File: src/rtl/hb_gate_pkg.sv
package hb_gate_pkg;

  // Output level; the encoding is also the out_state_o code.
  typedef enum logic [1:0] {
    LVL_OFF = 2'b00,
    LVL_HI  = 2'b01,
    LVL_LO  = 2'b10
  } lvl_t;

  // Requested level from the synchronized command inputs.
  function automatic lvl_t decode_req(input logic dual, input logic n, input logic p);
    if (!dual) return n ? LVL_HI : LVL_LO;
    case ({n, p})
      2'b00:   return LVL_HI;
      2'b11:   return LVL_LO;
      default: return LVL_OFF;  // floating, or blocked shoot-through pair
    endcase
  endfunction

  // True when a move goes from one driven side straight to the other.
  function automatic logic is_swap(input lvl_t from, input lvl_t to);
    return (from != LVL_OFF) && (to != LVL_OFF) && (from != to);
  endfunction

endpackage

File: src/rtl/hb_sync.sv
module hb_sync #(
  parameter int unsigned W      = 6,
  parameter int unsigned STAGES = 2,
  parameter logic [W-1:0] RST_VAL = '0
) (
  input  logic         clk,
  input  logic         rst_n,
  input  logic [W-1:0] d,
  output logic [W-1:0] q
);

  logic [STAGES-1:0][W-1:0] stg;

  generate
    if (STAGES == 1) begin : g_one
      always_ff @(posedge clk or negedge rst_n) begin
        if (!rst_n) stg <= {STAGES{RST_VAL}};
        else        stg <= d;
      end
    end else begin : g_chain
      always_ff @(posedge clk or negedge rst_n) begin
        if (!rst_n) stg <= {STAGES{RST_VAL}};
        else        stg <= {stg[STAGES-2:0], d};
      end
    end
  endgenerate

  assign q = stg[STAGES-1];

endmodule

File: src/rtl/hb_sequencer.sv
module hb_sequencer
  import hb_gate_pkg::*;
#(
  parameter int unsigned DEAD_CYC = 20,
  parameter int unsigned MIN_CYC  = 50
) (
  input  logic clk,
  input  logic rst_n,
  input  logic en_s,
  input  logic mode_s,
  input  logic n_s,
  input  logic p_s,
  output lvl_t lvl,
  output logic hi_cmd,
  output logic lo_cmd
);

  localparam int unsigned DW = $clog2(DEAD_CYC + 1);
  localparam int unsigned HW = $clog2(MIN_CYC + 1);

  lvl_t          cur;
  lvl_t          req;
  logic [DW-1:0] dcnt;
  logic [HW-1:0] hcnt;

  // Off-gap load: DEAD_CYC cycles in single mode, one cycle in dual mode.
  function automatic logic [DW-1:0] gap_load(input logic dual);
    return dual ? '0 : DW'(DEAD_CYC - 1);
  endfunction

  assign req = decode_req(mode_s, n_s, p_s);

  always_ff @(posedge clk or negedge rst_n) begin
    if (!rst_n) begin
      cur  <= LVL_OFF;
      dcnt <= '0;
      hcnt <= '0;
    end else if (en_s) begin
      cur  <= LVL_OFF;
      dcnt <= gap_load(mode_s);
      hcnt <= '0;
    end else if (cur == LVL_OFF) begin
      if (dcnt != '0) begin
        dcnt <= dcnt - 1'b1;
      end else if (req != LVL_OFF) begin
        cur  <= req;
        hcnt <= HW'(MIN_CYC - 1);
      end
    end else begin
      if (hcnt != '0) begin
        hcnt <= hcnt - 1'b1;
      end else if (req != cur) begin
        cur  <= LVL_OFF;
        dcnt <= is_swap(cur, req) ? gap_load(mode_s) : '0;
      end
    end
  end

  assign lvl    = cur;
  assign hi_cmd = (cur == LVL_HI);
  assign lo_cmd = (cur == LVL_LO);

endmodule

File: src/rtl/hb_oc_latch.sv
module hb_oc_latch (
  input  logic clk,
  input  logic rst_n,
  input  logic cmd,
  input  logic trip,
  output logic gate_o,
  output logic lat_o
);

  logic lat;

  // Set has priority; clears only while the side is commanded off.
  always_ff @(posedge clk or negedge rst_n) begin
    if (!rst_n)           lat <= 1'b0;
    else if (trip && cmd) lat <= 1'b1;
    else if (!cmd)        lat <= 1'b0;
  end

  assign gate_o = cmd & ~lat;
  assign lat_o  = lat;

endmodule

File: src/rtl/hb_gate_ctrl.sv
module hb_gate_ctrl
  import hb_gate_pkg::*;
#(
  parameter int unsigned SYNC_STAGES = 2,
  parameter int unsigned DEAD_CYC    = 20,
  parameter int unsigned MIN_CYC     = 50
) (
  input  logic       clk,
  input  logic       rst_n,
  input  logic       en_n_i,
  input  logic       mode_i,
  input  logic       nin_i,
  input  logic       pin_i,
  input  logic       oc_hi_i,
  input  logic       oc_lo_i,
  output logic       hi_on_o,
  output logic       lo_on_o,
  output logic [1:0] out_state_o,
  output logic [1:0] oc_stat_o
);

  localparam int unsigned NSIG = 6;

  logic [NSIG-1:0] syn;
  logic en_s, mode_s, n_s, p_s, oc_hi_s, oc_lo_s;
  lvl_t lvl;
  logic hi_cmd, lo_cmd;
  logic [1:0] cmd_v, trip_v, gate_v, lat_v;

  hb_sync #(.W(NSIG), .STAGES(SYNC_STAGES), .RST_VAL(6'b000001)) u_sync (
    .clk(clk), .rst_n(rst_n),
    .d({oc_lo_i, oc_hi_i, pin_i, nin_i, mode_i, en_n_i}),
    .q(syn)
  );

  assign {oc_lo_s, oc_hi_s, p_s, n_s, mode_s, en_s} = syn;

  hb_sequencer #(.DEAD_CYC(DEAD_CYC), .MIN_CYC(MIN_CYC)) u_seq (
    .clk(clk), .rst_n(rst_n), .en_s(en_s), .mode_s(mode_s),
    .n_s(n_s), .p_s(p_s), .lvl(lvl), .hi_cmd(hi_cmd), .lo_cmd(lo_cmd)
  );

  assign cmd_v  = {lo_cmd, hi_cmd};
  assign trip_v = {oc_lo_s, oc_hi_s};

  generate
    for (genvar g = 0; g < 2; g++) begin : g_side
      hb_oc_latch u_oc (
        .clk(clk), .rst_n(rst_n), .cmd(cmd_v[g]), .trip(trip_v[g]),
        .gate_o(gate_v[g]), .lat_o(lat_v[g])
      );
    end
  endgenerate

  assign hi_on_o     = gate_v[0];
  assign lo_on_o     = gate_v[1];
  assign out_state_o = {lo_on_o, hi_on_o};
  assign oc_stat_o   = lat_v;

endmodule

File: config.mk
export PLATFORM = sky130hd
export DESIGN_NAME = hb_gate_ctrl
export DESIGN_NICKNAME = d
export VERILOG_FILES = /design/src/rtl/hb_gate_pkg.sv /design/src/rtl/hb_sync.sv /design/src/rtl/hb_sequencer.sv /design/src/rtl/hb_oc_latch.sv /design/src/rtl/hb_gate_ctrl.sv
export SDC_FILE = /design/constraint.sdc
export NUM_CORES = 1
export LEC_CHECK = 0
export ABC_AREA = 1
export BUFFER_PORTS_ARGS = -buffer_cell sky130_fd_sc_hd__buf_2
export CELL_PAD_IN_SITES_DETAIL_PLACEMENT = 1
export CELL_PAD_IN_SITES_GLOBAL_PLACEMENT = 1
export CORE_MARGIN = 2
export CORE_UTILIZATION = 38
export CTS_CLUSTER_SIZE = 16
export DETAILED_ROUTE_END_ITERATION = 6
export PLACE_DENSITY_LB_ADDON = 0.1
export SKIP_LAST_GASP = 1
export SYNTH_ARGS = -nofsm -noshare
export SYNTH_HDL_FRONTEND = slang
export SYNTH_SLANG_ARGS = --single-unit
File: constraint.sdc
create_clock -name clk -period 1.4 [get_ports clk]
set_input_delay 0.21 -clock clk [delete_from_list [all_inputs] [get_ports clk]]
set_output_delay 0.21 -clock clk [all_outputs]
set_load 0.03 [all_outputs]
# --- After elaboration in Yosys (flattened, before gate mapping) ---
# Index checks and enable logic that the tools add are counted.
classes:
  n_mul: 0
  shift: 0
  addsub: 2
  eq_ne: 11
  div_mod_pow: 0
  n_mux: 25
  n_reduce_logical: 15
  n_bitwise: 4
  n_lt_le_gt_ge: 0
ops:
  columns: ["operator", "n"]
  rows:
  - ["$mux 5", 7]
  - ["$mux 6", 5]
  - ["$mux 2", 8]
  - ["$ne 3x3->1 const B", 3]
  - ["$reduce_and 3->1", 2]
  - ["$reduce_bool 3->1", 2]
  - ["$reduce_bool 6->1", 1]
  - ["$sub 6x1->6 const B", 1]
  - ["$reduce_bool 5->1", 1]
  - ["$sub 5x1->5 const B", 1]
  - ["$eq 2x2->1 const B", 2]
  - ["$logic_and 1x1->1", 4]
  - ["$logic_not 2->1", 2]
  - ["$mux 1", 4]
  - ["$ne 2x2->1", 2]
  - ["$ne 2x2->1 const B", 2]
  - ["$pmux 2 s2", 1]
  - ["$reduce_and 4->1", 1]
  - ["$reduce_bool 2->1", 2]
  - ["$ne 3x2->1 const B", 1]
  - ["$and 1x1->1", 2]
  - ["$eq 2x1->1 const B", 1]
  - ["$not 1->1", 2]
word_totals:
  reg_bits: 27
  mem_count: 0
  inputBits: 8
  ram_bits: 0
  out_inout_bits: 6
  mem_bits_ro: 0
  latch_bits: 0
  elab_cells: 64

# --- Logic depth before layout (Yosys ltp) ---
# Gate-level depths: netlist of the first run.
logic_depth:
  depth_word: 11
  mapped_depth: 11
  mapped_depth_nobuf: 11

# --- Modules after synthesis ---
# Synthesis of the first run repeated with hierarchy kept, for this count alone.
hier_totals:
  cells_unflattened: 165
  hier_area_um2: 1385.1
modules_own_cells:
  columns: ["mod", "area_per_inst_um2", "n_inst", "cells_per_inst"]
  rows:
  - ["hb_sequencer", 942.2, 1, 135]
  - ["hb_sync", 347.8, 1, 18]
  - ["hb_oc_latch", 40.0, 2, 5]
  - ["hb_gate_ctrl", 15.0, 1, 2]

# --- Worst setup path after synthesis of the first run ---
# Ideal clock, no wire load.
synth_path:
  path_type: "register -> output"
  from: "reg u_seq.cur[1], in the netlist u_seq.lvl[1]"
  to: "out out_state_o[0]"
  slack_ns: -0.071
  path_stages_with_launch: 5
  t_arrival_ns: 1.261
  required_ns: 1.190
  path_cell_list: "dfrtp_1 inv_1 nand2_1 nor2_1 buf_4"
synth_via:
  elab_chain_len: 2
synth_lines:
  columns: ["element", "line", "text"]
  rows:
  - ["start, declared", "hb_sequencer.sv:21", "lvl_t cur;"]
  - ["start signal, assigned", "hb_sequencer.sv:46", "cur <= req;"]
  - ["$eq 2x1->1", "hb_sequencer.sv:60", "assign hi_cmd = (cur == LVL_HI);"]
  - ["$and 1x1->1", "hb_oc_latch.sv:19", "assign gate_o = cmd & ~lat;"]
  - ["end, declared", "hb_gate_ctrl.sv:18", "output logic [1:0] out_state_o,"]
# No other way between the ends.

# --- Worst setup path after layout of the first run ---
layout_path:
  from: "reg u_seq.cur[1], in the netlist u_seq.lvl[1]"
  to: "reg u_seq.hcnt[0]"
layout_via:
  elab_chain_len: 3
layout_lines:
  columns: ["element", "line", "text"]
  rows:
  - ["$logic_not 2->1 (*)", "hb_sequencer.sv:42", "end else if (cur == LVL_OFF) begin"]
  - ["$ne 3x3->1 (no line) (tied with other cells)", null, null]
  - ["$reduce_and 3->1 (no line) or $mux 6 (tied branches)", null, null]
  - ["end signal, assigned", "hb_sequencer.sv:47", "hcnt <= HW'(MIN_CYC - 1);"]
  - ["end signal, assigned", "hb_sequencer.sv:51", "hcnt <= hcnt - 1'b1;"]
  - ["end, declared", "hb_sequencer.sv:24", "logic [HW-1:0] hcnt;"]
# Every way passes the cells marked *; elsewhere a longest branch is shown, timed or not.
# A chain may end at the register's enable or synchronous reset.

==> reports/qor.txt, run 1 <==
final period utilization - 107.7%
yosys warns - 0
Worst Tran Pin Value - 0.5937 ns
Max-cap violations - 0
RSZ-0062 raised after global routing - yes
PD cells - 1997 nW/um^2
Tightest Hold Check Type - input port to async pin
WL/cell - 14.69 um
vias per cell - 4.894
CP Capture Type - flop
area added between synthesis and finish - 48.94%
height of the die - 63.72 um
Worst Setup SP - u_seq.lvl[1]
first-pass detailed-route iteration total - 4
f_max - 663.5 MHz
Power Total - 4030 uW
total core area - 3390 um^2
ANT cells - 0
I/O pins - 14
clk buf depth - 2
pin count of the biggest net entering global routing - 28
all-layer global routing usage - 19.42%
Yosys top cell by area - dfrtp_1
Bufs and invs on worst path - 3
Int Pwr - 2210 uW
final WL - 3879 um
post-DP HPWL - 2394 um
Gate power share - 62.5%
reg2reg end - u_seq.hcnt[0]
share of cells above drive strength 1 - 48.62%
Final setup viols - 17
syn_area_per_cell - 8.114 um^2
worst setup slack after placement - -0.1194 ns
slowest CP cell - dfrtp_1
worst-path cell chain - buf_6 > nor2_4 > inv_4 > nor2_4 > a21oi_4 > buf_6 > or2_1 > nand2_1
cts bufs inserted - 3
switch share - 45.16%
final hold viol count - 0
CP top delay family - simple AND/OR/NAND/NOR gates
Crit Path Class - flop to flop
area fraction of the dominant cell type after synthesis - 46.17%
Die ar. - 4060 um^2
skew final - 0.0009547 ns
#FFs+latches synth - 27
nets - 230
mapped cell area - 1355 um^2
FF-to-FF Start - u_seq.lvl[1]
fin crit period - 1.507 ns
DR vias - 1,292
gr ovfl total - 0
worst skew pair latency - 0.34 ns
Slew Limit Fails - 0
initial drt markers - 32
Final WS setup - -0.1072 ns
relative slew slack - 60.42%
Max IR drop VDD - 0.7934 mV
CTS clk-pin slew, worst paths - 0.16 ns
number of global-route vias before repair - 1,324
Layout Cells excl Fill - 264
Inst Count DP - 234
Psw - 1820 uW
cells after synthesis - 167
reg2reg setup slack - -0.11 ns
sequential area share after synthesis - 50.05%
CP required - 1.70 ns
outcome - finished, violations left
part of the power in the clock network - 9.6%
Die W - 63.72 um
Port Buffers - 13
P_leak - 0.0009816 uW
clock sink count - 27
antenna-violating nets left - 0
RD Place Congestion - 0.8207
initial core utilization - 39.98%
# rows - 21
Synth area leaders - dfrtp_1 46%, nand2_1 14%, nor2_1 5.0%
FF-to-FF path depth - 8
startpoint type of the worst setup path - flop
sequential power share - 28.0%
count of cell types in the netlist - 27
TritonCTS clock tree - done
CP max stage delay - 0.44 ns
first-pass GRT wire length - 6051 um
root buf cell - clkbuf_4
H-Tree Level Count - 1
Post-Syn Nets - 178
initial antenna violation count - 0
critical path arrival - 1.80 ns
DRC Markers - 0
failing checks - negative setup slack
Max FO, Critical Path - 6
registers in the layout, indices dropped and copies added, names as in the netlist:
signal,count
g_side.u_oc.lat_o,2
u_seq.dcnt,5
u_seq.hcnt,6
u_seq.lvl,2
u_sync.q,6
u_sync.stg,6
metal layers:
layer / share of wire (%) / track usage, % / up-vias
li1: - / - / 628
met1: 41 / 22.60 / 631
met2: 55 / 35.66 / 24
met3: 2.3 / 3.036 / 9
met4: 2.1 / 7.065 / 0
met5: 0 / 0 / -
worst max-delay path by stage:
stage | cells after the start | endpoint | slack [ns]
6_report | 8 | u_seq.hcnt[0] | -0.11
5_1_grt | 8 | u_seq.hcnt[0] | -0.20
4_1_cts | 8 | u_seq.hcnt[0] | -0.10
3_5_place_dp | 9 | u_seq.hcnt[0] | -0.12
3_3_place_gp | 9 | u_seq.hcnt[0] | -0.04
2_1_floorplan | 9 | u_seq.hcnt[2] | 0.04
synthesized netlist by cell type:
cell      number
nor3b_1        1
nor2_2         1
inv_1         14
ha_1           3
o21ai_0        6
nor2_1        18
or2_0          1
nor2_4         2
nor3_1         2
a21oi_2        1
a21oi_1        1
or2_2          1
buf_6          1
o211ai_1       1
o21ai_1        4
nand3_1       12
buf_4          4
dfrtp_1       25
dfstp_2        2
nand3_2        1
nand2_1       51
or2_1          1
xor2_1         1
nand2_2        3
nand4_1        5
inv_4          1
inv_2          4
what timing repair did:
| item | 4_1_cts | 5_1_grt |
|---|---|---|
| gates resized for setup | 31 | 43 |
| endpoints found under the hold margin | 31 | 0 |
| hold buffers | 7 | 0 |
| buffers inserted | 12 | 6 |
| setup endpoints to repair | 15 | 17 |
| cloned | 1 | 0 |
| pin swaps | 9 | 19 |
cell type report:
cell class / instances / area, um^2
fillers: 387 / 1371
repair buffers: 52 / 422.9
flip-flops and latches: 27 / 679.4
well taps: 46 / 57.56
clock buffers: 3 / 22.52
multi-input cells: 116 / 748.2
inverters: 19 / 78.83
clock inverters: 1 / 8.758
power groups by stage:
stage	Combinational (uW)	Clock [uW]	Sequential, uW
after floorplan	1120	0	1090
after global placement	1540	0	1090
after detailed placement	1610	0	1110
after CTS	2040	394	1100
after global routing	2790	425	1150
final	2520	385	1130
layout by cell type, fill, tap and decap left out, types with 2 or more instances in the layout:
cell type and n:
dlygate4sd3_1 7, nand2_2 13, buf_4 26, nor2_1 12, buf_6 10, nor2_2 4, o21ai_2 4, o21ai_1 3
nor2_4 5, nand2_1 36, dfstp_2 2, o21ai_0 2, inv_1 6, inv_4 3, nand4_1 5, buf_2 9
dfrtp_1 24, nand3_1 11, clkbuf_4 3, ha_4 3, inv_2 10, nand2_4 5
kinds of logic (layout without fill, tap and decap cells):
| family | count (synthesis) | count (layout) | synth area share [%] |
|---|---|---|---|
| flops | 27 | 27 | 50.05 |
| buf+inv | 24 | 75 | 8.495 |
| simple gates | 99 | 99 | 32.78 |
| compound gates | 13 | 13 | 5.263 |
| xor+xnor | 1 | 1 | 0.6465 |
| fa+ha+maj | 3 | 3 | 2.770 |
metrics by stage:
| stage | util, % | setup TNS (ns) | hold slack, ns | cell area, um^2 |
|---|---|---|---|---|
| 5_1_grt | 59.54 | -2.534 | 0.3772 | 2018 |
| 3_3_place_gp | 45.40 | -0.04113 | 0.2451 | 1539 |
| 3_5_place_dp | 45.40 | -0.5115 | 0.2553 | 1539 |
| 6_report | 59.54 | -0.9488 | 0.3701 | 2018 |
| 4_1_cts | 53.97 | -0.9898 | 0.3730 | 1829 |
| 2_1_floorplan | - | 0 | -0.08559 | 1360 |
Note: power is estimated with default switching activity, not from simulation.
==> run 2: changes to the inputs <==
--- a/config.mk
+++ b/config.mk
@@ -14,6 +14,8 @@
 export CTS_CLUSTER_SIZE = 16
 export DETAILED_ROUTE_END_ITERATION = 6
 export PLACE_DENSITY_LB_ADDON = 0.1
+export REMOVE_ABC_BUFFERS = 1
+export SETUP_SLACK_MARGIN = 0.15
 export SKIP_LAST_GASP = 1
 export SYNTH_ARGS = -nofsm -noshare
 export SYNTH_HDL_FRONTEND = slang
==> run 2 against run 1 <==
Critical path depth up 2. The run still ends with negative setup slack left. Largest power group unchanged. Sequential share of layout area down 1.3 points. Cell count increased by 1.5%. Die area stayed put. First-iteration DRC count rose by 28%.
==> reports/qor.txt, run 2 (synthesis gave the netlist of run 1 again) <==
height of the die - 63.72 um (unchanged)
area added between synthesis and finish - 54.76%
first-pass detailed-route iteration total - 4 (unchanged)
clk buf depth - 2 (unchanged)
startpoint type of the worst setup path - flop
Crit Path Class - flop to flop
worst skew pair latency - 0.34 ns (about the same)
Inst Count DP - 240 (+2.6%)
WL/cell - 17.06 um (+16%)
total core area - 3390 um^2 (unchanged)
final WL - 4573 um (+18%)
I/O pins - 14 (unchanged)
Final setup viols - 17 (unchanged)
TritonCTS clock tree - done
outcome - finished, violations left
antenna-violating nets left - 0 (unchanged)
P_leak - 0.001012 uW (+3.1%)
initial antenna violation count - 0 (unchanged)
most frequent cells in the layout - 34 x nand2_1, 27 x buf_4, 24 x dfrtp_1
Hold Path Depth - 0
first-pass GRT wire length - 7017 um (+16%)
clock sink count - 27 (unchanged)
initial drt markers - 41 (+28%)
Layout Cells excl Fill - 268 (+1.5%)
final hold viol count - 0 (unchanged)
skew final - 0.006393 ns (+0.005438 ns)
H-Tree Level Count - 1 (unchanged)
Storage cell area - 679.4 um^2 (unchanged)
post-DP HPWL - 2429 um (+1.5%)
share of cells above drive strength 1 - 50.45% (+1.8 points)
Worst Tran Pin Value - 0.6267 ns (+0.03302 ns)
final period utilization - 112.4% (+4.8 points)
Max IR drop VDD - 1.032 mV (+30%)
reg2reg setup slack - -0.17 ns (-0.07 ns)
cts bufs inserted - 3 (unchanged)
Port Buffers - 13 (unchanged)
hold-critical path endpoint - u_sync.q[4]
Max FO, Critical Path - 8 (+2)
DRC Markers - 0 (unchanged)
Die ar. - 4060 um^2 (unchanged)
CTS clk-pin slew, worst paths - 0.17 ns (about the same)
Fin Setup TNS - -1.802 ns (-0.8534 ns)
number of global-route vias before repair - 1,460 (+10%)
Die W - 63.72 um (unchanged)
RD Place Congestion - 0.7861 (-4.2%)
relative slew slack - 58.22% (-2.2 points)
failing checks - negative setup slack
initial core utilization - 39.98% (unchanged)
commonest non-fill, non-tap cell in the layout - nand2_1
critical path arrival - 1.82 ns (+0.02 ns)
worst setup slack after placement - -0.1218 ns (-0.002491 ns)
vias per cell - 5.007 (+2.3%)
# rows - 21 (unchanged)
PD cells - 2050 nW/um^2 (+2.7%)
FF-to-FF Start - u_seq.dcnt[0]
DP Area - 1579 um^2 (+2.6%)
CP Capture Type - flop
# fillers - 393 (+1.6%)
CP required - 1.64 ns (-0.06 ns)
RSZ-0062 raised after global routing - yes
DR vias - 1,342 (+3.9%)
worst hold slack - 0.3714 ns (+0.001293 ns)
ANT cells - 0 (unchanged)
all-layer global routing usage - 22.42% (+3.0 points)
reg2reg end - u_seq.dcnt[0]
FF-to-FF path depth - 10 (+2)
post-route cell area - 2097 um^2 (+3.9%)
footprint of the multi-input gates - 764.5 um^2 (+2.2%)
Slew Limit Fails - 0 (unchanged)
f_max - 635.4 MHz (-4.2%)
Tightest Hold Check Type - flop to flop
pin count of the biggest net entering global routing - 28 (unchanged)
Max-cap violations - 0 (unchanged)
gr ovfl total - 0 (unchanged)
nets - 234 (+1.7%)
root buf cell - clkbuf_4
Final WS setup - -0.1737 ns (-0.06653 ns)
Worst Hold Launch - u_sync.stg[4]
fin crit period - 1.574 ns (+0.06653 ns)
[run 2: layout make-up]
cell class                 count  share of cell area [%]
timing repair buffer          56                   23.15
sequential                    27                   32.40
inverter                      19                   3.759
multi-input combinational    116                   36.46
tap                           46                   2.745
clock inverter                 1                  0.4177
clock buffer                   3                   1.074
[run 2: report_power, final]
| part | leakage (uW) | internal (uW) | switching, uW | total [uW] |
|---|---|---|---|---|
| clock | 0.0000183 | 117 | 264 | 381 |
| sequential | 0.000332 | 964 | 166 | 1130 |
| combinational | 0.000661 | 1260 | 1530 | 2790 |
| total | 0.00101 | 2340 | 1960 | 4300 |
[run 2: through the flow]
step                utilization (%)  total power [uW]
floorplan                         -              2122
CTS                           56.63              3691
detailed placement            46.59              2792
global placement              46.59              2702
finish                        61.87              4300
global route                  61.87              4615
[run 2: worst max path at each step]
stage	start	to	slack, ns
6_report	u_seq.dcnt[0]	u_seq.dcnt[0]	-0.17
5_1_grt	u_seq.dcnt[0]	u_seq.dcnt[0]	-0.24
4_1_cts	u_seq.lvl[0]	out_state_o[1]	-0.15
3_5_place_dp	u_seq.dcnt[0]	u_seq.dcnt[4]	-0.12
3_3_place_gp	u_seq.dcnt[0]	u_seq.dcnt[0]	-0.07
2_1_floorplan	u_seq.lvl[1]	hi_on_o	-0.14
[run 2: repair_timing]
| action | 4_1_cts | 5_1_grt |
|---|---|---|
| pin swaps | 11 | 25 |
| hold buffers | 7 | 0 |
| endpoints found under the hold margin | 31 | 0 |
| setup buffers | 12 | 5 |
| gates resized for setup | 46 | 42 |
| setup endpoints to repair | 17 | 19 |
[run 2: routing by layer]
layer  vias up  share of wire (%)  GRT usage, %
li1        630                  -             -
met1       697                 41         26.37
met2        11                 56         41.18
met3         4                1.7         2.679
met4         0                1.0         8.696
met5         -                  0             0
[run 2: worst max-delay path, cell delays in order (launching register included)]
cell and delay (ns):
dfrtp_1 0.43, inv_2 0.09, ha_4 0.15, nand2_4 0.07
buf_6 0.13, nor3_4 0.22, o21ai_4 0.08, nand2_4 0.12
inv_2 0.06, nand2_1 0.07, nand2_1 0.06
==> run 3: changes to the inputs <==
--- a/config.mk
+++ b/config.mk
@@ -6,6 +6,7 @@
 export NUM_CORES = 1
 export LEC_CHECK = 0
 export ABC_AREA = 1
+export ABC_CLOCK_PERIOD_IN_PS = 1400
 export BUFFER_PORTS_ARGS = -buffer_cell sky130_fd_sc_hd__buf_2
 export CELL_PAD_IN_SITES_DETAIL_PLACEMENT = 1
 export CELL_PAD_IN_SITES_GLOBAL_PLACEMENT = 1
@@ -16,7 +17,6 @@
 export PLACE_DENSITY_LB_ADDON = 0.1
 export REMOVE_ABC_BUFFERS = 1
 export SETUP_SLACK_MARGIN = 0.15
-export SKIP_LAST_GASP = 1
 export SYNTH_ARGS = -nofsm -noshare
 export SYNTH_HDL_FRONTEND = slang
 export SYNTH_SLANG_ARGS = --single-unit
==> run 3 against run 2 <==
The flow still finishes with violations (negative setup slack). Routed wire length increased by 2.1%. Cell count unchanged. Setup slack got worse by 0.042 ns. Critical endpoint is now u_seq.hcnt[0]. Largest cell class unchanged. Largest power group unchanged.
==> reports/qor.txt, run 3 (synthesis gave the netlist of run 1 again) <==
Final WS setup - -0.2161 ns (-0.04232 ns)
antenna-violating nets left - 0 (unchanged)
gr ovfl total - 0 (unchanged)
skew final - 0.01217 ns (+0.005773 ns)
first-pass GRT wire length - 7024 um (about the same)
nets - 234 (unchanged)
fin crit period - 1.616 ns (+0.04232 ns)
first-pass detailed-route iteration total - 4 (unchanged)
relative slew slack - 58.75% (+0.53 points)
RSZ-0062 raised after global routing - yes
CP Capture Type - flop
number of global-route vias before repair - 1,457 (-0.21%)
worst setup slack after placement - -0.1218 ns (unchanged)
Max IR drop VDD - 0.9728 mV (-5.7%)
sequential power share - 26.6% (+0.3 points)
Die ar. - 4060 um^2 (unchanged)
initial core utilization - 39.98% (unchanged)
failing checks - negative setup slack
all-layer global routing usage - 22.46% (+0.038 points)
vias per cell - 5.004 (about the same)
Slew Limit Fails - 0 (unchanged)
H-Tree Level Count - 1 (unchanged)
final period utilization - 115.4% (+3.0 points)
worst skew pair latency - 0.36 ns (+0.02 ns)
clk buf depth - 2 (unchanged)
commonest non-fill, non-tap cell in the layout - nand2_1
RD Place Congestion - 0.7861 (unchanged)
WL/cell - 17.42 um (+2.1%)
P_leak - 0.001002 uW (-0.91%)
PD cells - 2051 nW/um^2 (about the same)
CP required - 1.71 ns (+0.07 ns)
final hold viol count - 0 (unchanged)
post-DP HPWL - 2429 um (unchanged)
switch share - 45.51% (about the same)
initial antenna violation count - 0 (unchanged)
cts bufs inserted - 3 (unchanged)
Max FO, Critical Path - 4 (-4)
TritonCTS clock tree - done
total core area - 3390 um^2 (unchanged)
f_max - 618.8 MHz (-2.6%)
critical path arrival - 1.93 ns (+0.11 ns)
clock sink count - 27 (unchanged)
Gate power share - 64.1% (-0.8 points)
startpoint type of the worst setup path - flop
final WL - 4669 um (+2.1%)
outcome - finished, violations left
area added between synthesis and finish - 51.62%
DP Area - 1579 um^2 (unchanged)
post-route cell area - 2054 um^2 (-2.0%)
height of the die - 63.72 um (unchanged)
# fillers - 395 (+0.51%)
ANT cells - 0 (unchanged)
Port Buffers - 13 (unchanged)
Die W - 63.72 um (unchanged)
Worst Tran Pin Value - 0.6187 ns (-0.008004 ns)
most frequent cells in the layout - 38 x nand2_1, 28 x buf_4, 24 x dfrtp_1
Tightest Hold Check Type - input port to async pin
Psw - 1917 uW (-2.1%)
Int Pwr - 2296 uW (-2.0%)
root buf cell - clkbuf_4
CTS clk-pin slew, worst paths - 0.17 ns (about the same)
I/O pins - 14 (unchanged)
Final setup viols - 17 (unchanged)
Max-cap violations - 0 (unchanged)
Crit Path Class - flop to flop
part of the power in the clock network - 9.2% (+0.3 points)
DRC Markers - 0 (unchanged)
worst hold slack - 0.3677 ns (-0.003719 ns)
share of cells above drive strength 1 - 46.40% (-4.1 points)
DR vias - 1,341 (-0.075%)
pin count of the biggest net entering global routing - 28 (unchanged)
initial drt markers - 44 (+7.3%)
# rows - 21 (unchanged)
-- run 3: final cells by class --
class                   count  area (um^2)  area share (%)
repair buffers             56        481.7           23.45
flip-flops and latches     27        679.4           33.07
inverters                  19        76.32           3.715
well taps                  46        57.56           2.801
clock buffers               3        22.52           1.096
multi-input cells         116        728.2           35.44
clock inverters             1        8.758          0.4263
-- run 3: what timing repair did --
action                                  in CTS  in global routing
buffers inserted                            12                  5
endpoints found under the setup margin      17                 19
hold buffers                                 7                  0
endpoints found under the hold margin       31                  0
gates resized for setup                     47                 28
pin swaps                                   13                 17
-- run 3: final timing paths --
check                               from       endpoint  slack (ns)  depth (start not counted)
max                        u_seq.hcnt[0]  u_seq.hcnt[0]       -0.22                          8
min                                rst_n    u_sync.q[2]        0.37                          2
max reg2reg                u_seq.hcnt[0]  u_seq.hcnt[0]       -0.22                          8
min reg2reg                u_sync.stg[4]    u_sync.q[4]        0.37                          0
max in group asynchronous          rst_n    u_sync.q[1]        0.60                          2
min in group clk           u_sync.stg[4]    u_sync.q[4]        0.37                          0
-- run 3: power groups by stage --
stage | clock (uW) | sequential (uW) | combinational, uW
detailed placement | 0 | 1100 | 1690
global placement | 0 | 1080 | 1620
floorplan | 0 | 1120 | 1000
finish | 390 | 1120 | 2700
CTS | 389 | 1100 | 2210
global route | 441 | 1140 | 2910
-- run 3: per-stage QoR --
| step | total power, uW | cells | util [%] | TNS [ns] |
|---|---|---|---|---|
| 2_1_floorplan | 2122 | 162 | - | -0.7430 |
| 3_3_place_gp | 2702 | 240 | 46.59 | -0.2075 |
| 3_5_place_dp | 2792 | 240 | 46.59 | -0.5913 |
| 4_1_cts | 3699 | 263 | 56.77 | -1.102 |
| 5_1_grt | 4496 | 268 | 60.61 | -3.892 |
| 6_report | 4213 | 268 | 60.61 | -2.532 |
-- run 3: routing by layer --
layer | global-route usage (%) | share of wire (%) | vias up
met3 | 2.679 | 2.2 | 11
li1 | - | - | 632
met2 | 41.18 | 56 | 19
met4 | 8.696 | 3.1 | 0
met5 | 0 | 0 | -
met1 | 26.48 | 39 | 679
-- run 3: worst max-delay path, stage by stage, from the launching register on --
cell	delay, ns
dfrtp_1	0.42
inv_2	0.08
ha_1	0.16
nand4_1	0.22
nor2_2	0.22
a21oi_4	0.05
buf_6	0.13
or2_1	0.21
nand2_1	0.07
